`config.mk`:
```
export PLATFORM = sky130hd
export DESIGN_NAME = ddr_out_cell
export DESIGN_NICKNAME = d
export VERILOG_FILES = /design/src/rtl/ddr_cell_pkg.sv /design/src/rtl/ddr_cell_ctrl.sv /design/src/rtl/ddr_cell_path.sv /design/src/rtl/ddr_out_cell.sv
export SDC_FILE = /design/constraint.sdc
export NUM_CORES = 1
export LEC_CHECK = 0
export CAP_MARGIN = 20
export CORE_AREA = 2 2 39 41
export CTS_BUF_LIST = sky130_fd_sc_hd__clkbuf_2 sky130_fd_sc_hd__clkbuf_4 sky130_fd_sc_hd__clkbuf_8
export DETAILED_ROUTE_END_ITERATION = 12
export DIE_AREA = 0 0 41 43
export GPL_TIMING_DRIVEN = 0
export PLACE_DENSITY = 0.6
export SLEW_MARGIN = 20
export SYNTH_ARGS = -nofsm -noshare
export SYNTH_HDL_FRONTEND = slang
export SYNTH_SLANG_ARGS = --single-unit
```
`constraint.sdc`:
```
create_clock -name clk -period 1.25 [get_ports clk]
set_input_delay 0.1875 -clock clk [delete_from_list [all_inputs] [get_ports clk]]
set_output_delay 0.1875 -clock clk [all_outputs]
set_load 0.05 [all_outputs]
```
`src/rtl/ddr_cell_pkg.sv`:
```
package ddr_cell_pkg;
  // Strobes from the control decoder to the register datapath, all active high.
  typedef struct packed {
    logic load;       // capture data on the register's edge
    logic forceZero;  // drive the register to 0 (wins over forceOne)
    logic forceOne;   // drive the register to 1
  } cellStrobes_t;
endpackage

```
`src/rtl/ddr_cell_ctrl.sv`:
```
module ddr_cell_ctrl
  import ddr_cell_pkg::*;
#(
  parameter bit CE_USED        = 1'b1,
  parameter bit CE_ACT_HIGH    = 1'b1,
  parameter bit SR_ACT_HIGH    = 1'b1,
  parameter bit REV_ACT_HIGH   = 1'b1,
  parameter bit USE_SR         = 1'b1,
  parameter bit USE_REV        = 1'b1,
  parameter bit SR_TARGET_HIGH = 1'b0
) (
  input  logic         ceIn,
  input  logic         srIn,
  input  logic         revIn,
  output cellStrobes_t strobes
);
  logic ceActive;
  logic srActive;
  logic revActive;

  // Polarity absorption: each control compared against its own active level.
  generate
    if (CE_USED) begin : g_ce
      assign ceActive = (ceIn == CE_ACT_HIGH);
    end else begin : g_noCe
      assign ceActive = 1'b1;
    end
    if (USE_SR) begin : g_sr
      assign srActive = (srIn == SR_ACT_HIGH);
    end else begin : g_noSr
      assign srActive = 1'b0;
    end
    if (USE_SR && USE_REV) begin : g_rev
      assign revActive = (revIn == REV_ACT_HIGH);
    end else begin : g_noRev
      assign revActive = 1'b0;
    end
  endgenerate

  // The input that drives 0 is the reset; it wins over the one that drives 1.
  always_comb begin
    strobes.load      = ceActive;
    strobes.forceZero = SR_TARGET_HIGH ? revActive : srActive;
    strobes.forceOne  = (SR_TARGET_HIGH ? srActive : revActive) & ~strobes.forceZero;
  end
endmodule

```
`src/rtl/ddr_cell_path.sv`:
```
module ddr_cell_path
  import ddr_cell_pkg::*;
#(
  parameter int WIDTH      = 4,
  parameter bit ASYNC_MODE = 1'b0,
  parameter bit INIT_HIGH  = 1'b0
) (
  input  logic             clk,
  input  logic             gInit,
  input  cellStrobes_t     strobes,
  input  logic [WIDTH-1:0] d1,
  input  logic [WIDTH-1:0] d2,
  output logic [WIDTH-1:0] q
);
  localparam logic [WIDTH-1:0] InitWord = {WIDTH{INIT_HIGH}};

  logic [WIDTH-1:0] regRise;
  logic [WIDTH-1:0] regFall;
  logic forceZero;
  logic forceOne;
  logic loadEn;

  assign forceZero = strobes.forceZero;
  assign forceOne  = strobes.forceOne;
  assign loadEn    = strobes.load;

  generate
    if (ASYNC_MODE) begin : g_async
      always_ff @(posedge clk or posedge gInit or posedge forceZero or posedge forceOne) begin
        if (gInit)          regRise <= InitWord;
        else if (forceZero) regRise <= '0;
        else if (forceOne)  regRise <= '1;
        else if (loadEn)    regRise <= d1;
      end
      always_ff @(negedge clk or posedge gInit or posedge forceZero or posedge forceOne) begin
        if (gInit)          regFall <= InitWord;
        else if (forceZero) regFall <= '0;
        else if (forceOne)  regFall <= '1;
        else if (loadEn)    regFall <= d2;
      end
    end else begin : g_sync
      always_ff @(posedge clk or posedge gInit) begin
        if (gInit)          regRise <= InitWord;
        else if (forceZero) regRise <= '0;
        else if (forceOne)  regRise <= '1;
        else if (loadEn)    regRise <= d1;
      end
      always_ff @(negedge clk or posedge gInit) begin
        if (gInit)          regFall <= InitWord;
        else if (forceZero) regFall <= '0;
        else if (forceOne)  regFall <= '1;
        else if (loadEn)    regFall <= d2;
      end
    end
  endgenerate

  // Clock level selects the register written most recently.
  assign q = clk ? regRise : regFall;
endmodule

```
`src/rtl/ddr_out_cell.sv`:
```
module ddr_out_cell
  import ddr_cell_pkg::*;
#(
  parameter int WIDTH          = 4,
  parameter bit ASYNC_MODE     = 1'b0,
  parameter bit SR_TARGET_HIGH = 1'b0,
  parameter bit INIT_HIGH      = 1'b0,
  parameter bit CE_USED        = 1'b1,
  parameter bit CE_ACT_HIGH    = 1'b1,
  parameter bit SR_ACT_HIGH    = 1'b1,
  parameter bit REV_ACT_HIGH   = 1'b1,
  parameter bit USE_SR         = 1'b1,
  parameter bit USE_REV        = 1'b1
) (
  input  logic             clk,
  input  logic             gInit,
  input  logic             ceIn,
  input  logic             srIn,
  input  logic             revIn,
  input  logic [WIDTH-1:0] d1,
  input  logic [WIDTH-1:0] d2,
  output logic [WIDTH-1:0] q
);
  cellStrobes_t strobes;

  ddr_cell_ctrl #(
    .CE_USED(CE_USED), .CE_ACT_HIGH(CE_ACT_HIGH), .SR_ACT_HIGH(SR_ACT_HIGH),
    .REV_ACT_HIGH(REV_ACT_HIGH), .USE_SR(USE_SR), .USE_REV(USE_REV),
    .SR_TARGET_HIGH(SR_TARGET_HIGH)
  ) ctrl_i (
    .ceIn(ceIn), .srIn(srIn), .revIn(revIn), .strobes(strobes)
  );

  ddr_cell_path #(
    .WIDTH(WIDTH), .ASYNC_MODE(ASYNC_MODE), .INIT_HIGH(INIT_HIGH)
  ) path_i (
    .clk(clk), .gInit(gInit), .strobes(strobes), .d1(d1), .d2(d2), .q(q)
  );
endmodule

```
==> results of run 1 <==
==> what timing repair did <==
item                                    CTS  global route
setup buffers                             0             3
pin swaps                                 0             3
endpoints found under the setup margin    8             8
resized for setup                        29             9
==> layout by cell type, fill, tap and decap left out, drive strengths merged <==
cell type | synthesis | final
buf | 2 | 9
mux2i | 8 | 8
a21oi | 8 | 8
clkbuf | 0 | 7
clkdlybuf4s50 | 0 | 6
mux2 | 4 | 4
dlymetal6s2s | 0 | 4
dfrtn | 4 | 4
dfrtp | 4 | 4
inv | 2 | 2
==> worst min path at each step <==
stage,start,end,slack (ps),cells after the start
2_1_floorplan,gInit,path_i.regRise[0],3,1
3_3_place_gp,gInit,path_i.regRise[2],460,2
3_5_place_dp,gInit,path_i.regRise[2],460,2
4_1_cts,gInit,path_i.regRise[2],80,2
5_1_grt,gInit,path_i.regRise[2],100,2
6_report,gInit,path_i.regRise[2],80,2
==> final cells by class <==
class / count / share of cell area
clock buffer: 11 / 0.149
multi-input combinational: 20 / 0.282
tap: 16 / 0.0295
sequential: 8 / 0.295
timing repair buffer: 13 / 0.195
inverter: 2 / 0.0147
buffer: 2 / 0.0350
==> power by group <==
group          switching [W]  internal, W
clock network       0.000504     0.000540
logic              0.0000387    0.0000595
registers         0.00000931     0.000279
==> logic make-up (layout without fill, tap and decap cells) <==
group,after synthesis,in the layout,share of synthesized area
buf+inv,4,28,0.0581
flops,8,8,0.516
mux,12,12,0.323
compound gates,8,8,0.103
==> cells in the mapped netlist <==
cell type / number
mux2_2: 4
mux2i_1: 8
dfrtp_1: 4
buf_1: 1
buf_6: 1
dfrtn_1: 4
a21oi_1: 8
inv_1: 2
==> layer usage <==
| metal | routed length (um) | vias up | share of wire | track usage |
|---|---|---|---|---|
| li1 | - | 162 | - | - |
| met1 | 343 | 147 | 0.41 | 0.120 |
| met2 | 386 | 16 | 0.46 | 0.147 |
| met3 | 84 | 5 | 0.10 | 0.115 |
| met4 | 25 | 0 | 0.030 | 0.167 |
| met5 | 0 | - | 0 | 0 |
==> sequential cells by signal, indices dropped and copies added, names as in the netlist <==
name            cells
path_i.regFall      4
path_i.regRise      4
==> metrics by stage <==
step / utilization / hold slack, ps / setup WS (ps) / total power (W)
after floorplan: - / 3.09 / -231 / 0.000766
after global placement: 0.413 / 456 / -862 / 0.000922
after detailed placement: 0.413 / 463 / -883 / 0.000924
after CTS: 0.455 / 83.6 / -719 / 0.00143
after global routing: 0.491 / 103 / -741 / 0.00150
final: 0.491 / 75.2 / -710 / 0.00143
==> impl_results.md, run 1 <==
* Leakage at roughly 0.36 nW
* Cell Rows at 14
* Top-area cell type share of the netlist area at 0.258
* WP buf/inv at 1
* FF+latch count, synth at 8
* Pwr dens at roughly 2100 nW/um^2
* Mapped cell area at between 300 and 400 sq um
* Placed cell count at between 60 and 70
* First-pass GRT wire length at approximately 1300 um
* Diode count at 0
* Post-synthesis cell type count at 8
* Routed Wire Length at ~840 um
* Fill count at roughly 120
* Max_cap viols at 0
* Setup-failing EPs final at 4
* Non-filler cells, final at roughly 70
* DRC at 0
* Area growth, synth to finish at 75.2%
* Slowest stage delay, CP at 340 ps
* Die ar. at about 1800 sq um
* Largest net degree at the start of global routing at 9
* Post-route setup slack at -710 ps
* Critical Path Slowest Stage Cell: dfrtn_1
* GPL Wtd Cong at approximately 0.63
* Vias/cell at about 4.6
* DRT iter0 DRCs at 3
* Worst-path cell chain: mux2_4 -> buf_8
* Via count at 330
* Reg2Reg Depth at 3
* Failing checks: negative setup slack
* Core area at 1380 sq um
* Die Wd at 41 um
* Total GRT Usage at 0.132
* Crit end category: primary output
* Mapped Nets at 45
* R2r endpoint: path_i.regFall[3]
* WP depth at 2
* Later-pin clock latency in the skew report at 380 ps
* Vias in the first global route at roughly 360
* Post-route ant nets at 0
* # IOs at 17
* Initial antenna violation count at 0
* End point of the critical path: q[3]
* Gr ovfl total at 0
* Clock transition at path regs at approximately 60 ps
* Synth Instances at 32
* Synth area leader: dfrtn_1
* Chip Height at ~43 um
* Area contributors post-synth: dfrtn_1 (26%), dfrtp_1 (26%), mux2i_1 (21%), mux2_2 (12%), a21oi_1 (10%)
* WP data required at 1060 ps
* Status: finished, violations left
* Crit Path Class: flip-flop to primary output
* CTS tree: done
* Mapped Avg Cell Area at 12.1 sq um
* TritonRoute pass-1 iters at 2
* Initial Utilization at 0.280
* Final setup TNS at -2810 ps
* RSZ-0062 raised after global routing: yes
* CP top delay family: flip-flops
* Worst r2r src: path_i.regFall[3]
* Ratio of cells with drive above 1 in the final layout at 0.411
* Worst vdd ir at approximately 1000 uV
* Finished Cell Area at approximately 680 sq um
* Fin nets at 71
* Hold Path Class: input pin to asynchronous set/reset pin
* Routed length per instance at approximately 12 um
* Crit path DAT at around 1800 ps
* Multi-input gate area at ~190 sq um
* R2r setup slk at approximately 420 ps
* Crit path max fanout at 2
* Final Hold Viols at 0
* Placed cell area at 572 sq um
* Worst Setup Start Kind: flip-flop
* Worst slew margin relative to its limit at 0.719
* Sequential cell area at around 200 sq um
* Layout Skew at 0 ps
* Sequential area share after synthesis at 0.516
* Synth warn at 0
* IO buf count at 14
* Critical Path Start: path_i.regFall[3]
* Max Slew Vio Count at 0
* Worst slew pin tran at approximately 420 ps
* Hold Buf Count CTS at 0
Power figures use the tool's default switching activity.
==> inputs of run 2 (changes only) <==
Settings changed: SLEW_MARGIN 20 to 25.
==> results of run 2 <==
No change in the layout: final DEF, timing and power equal those of run 1.
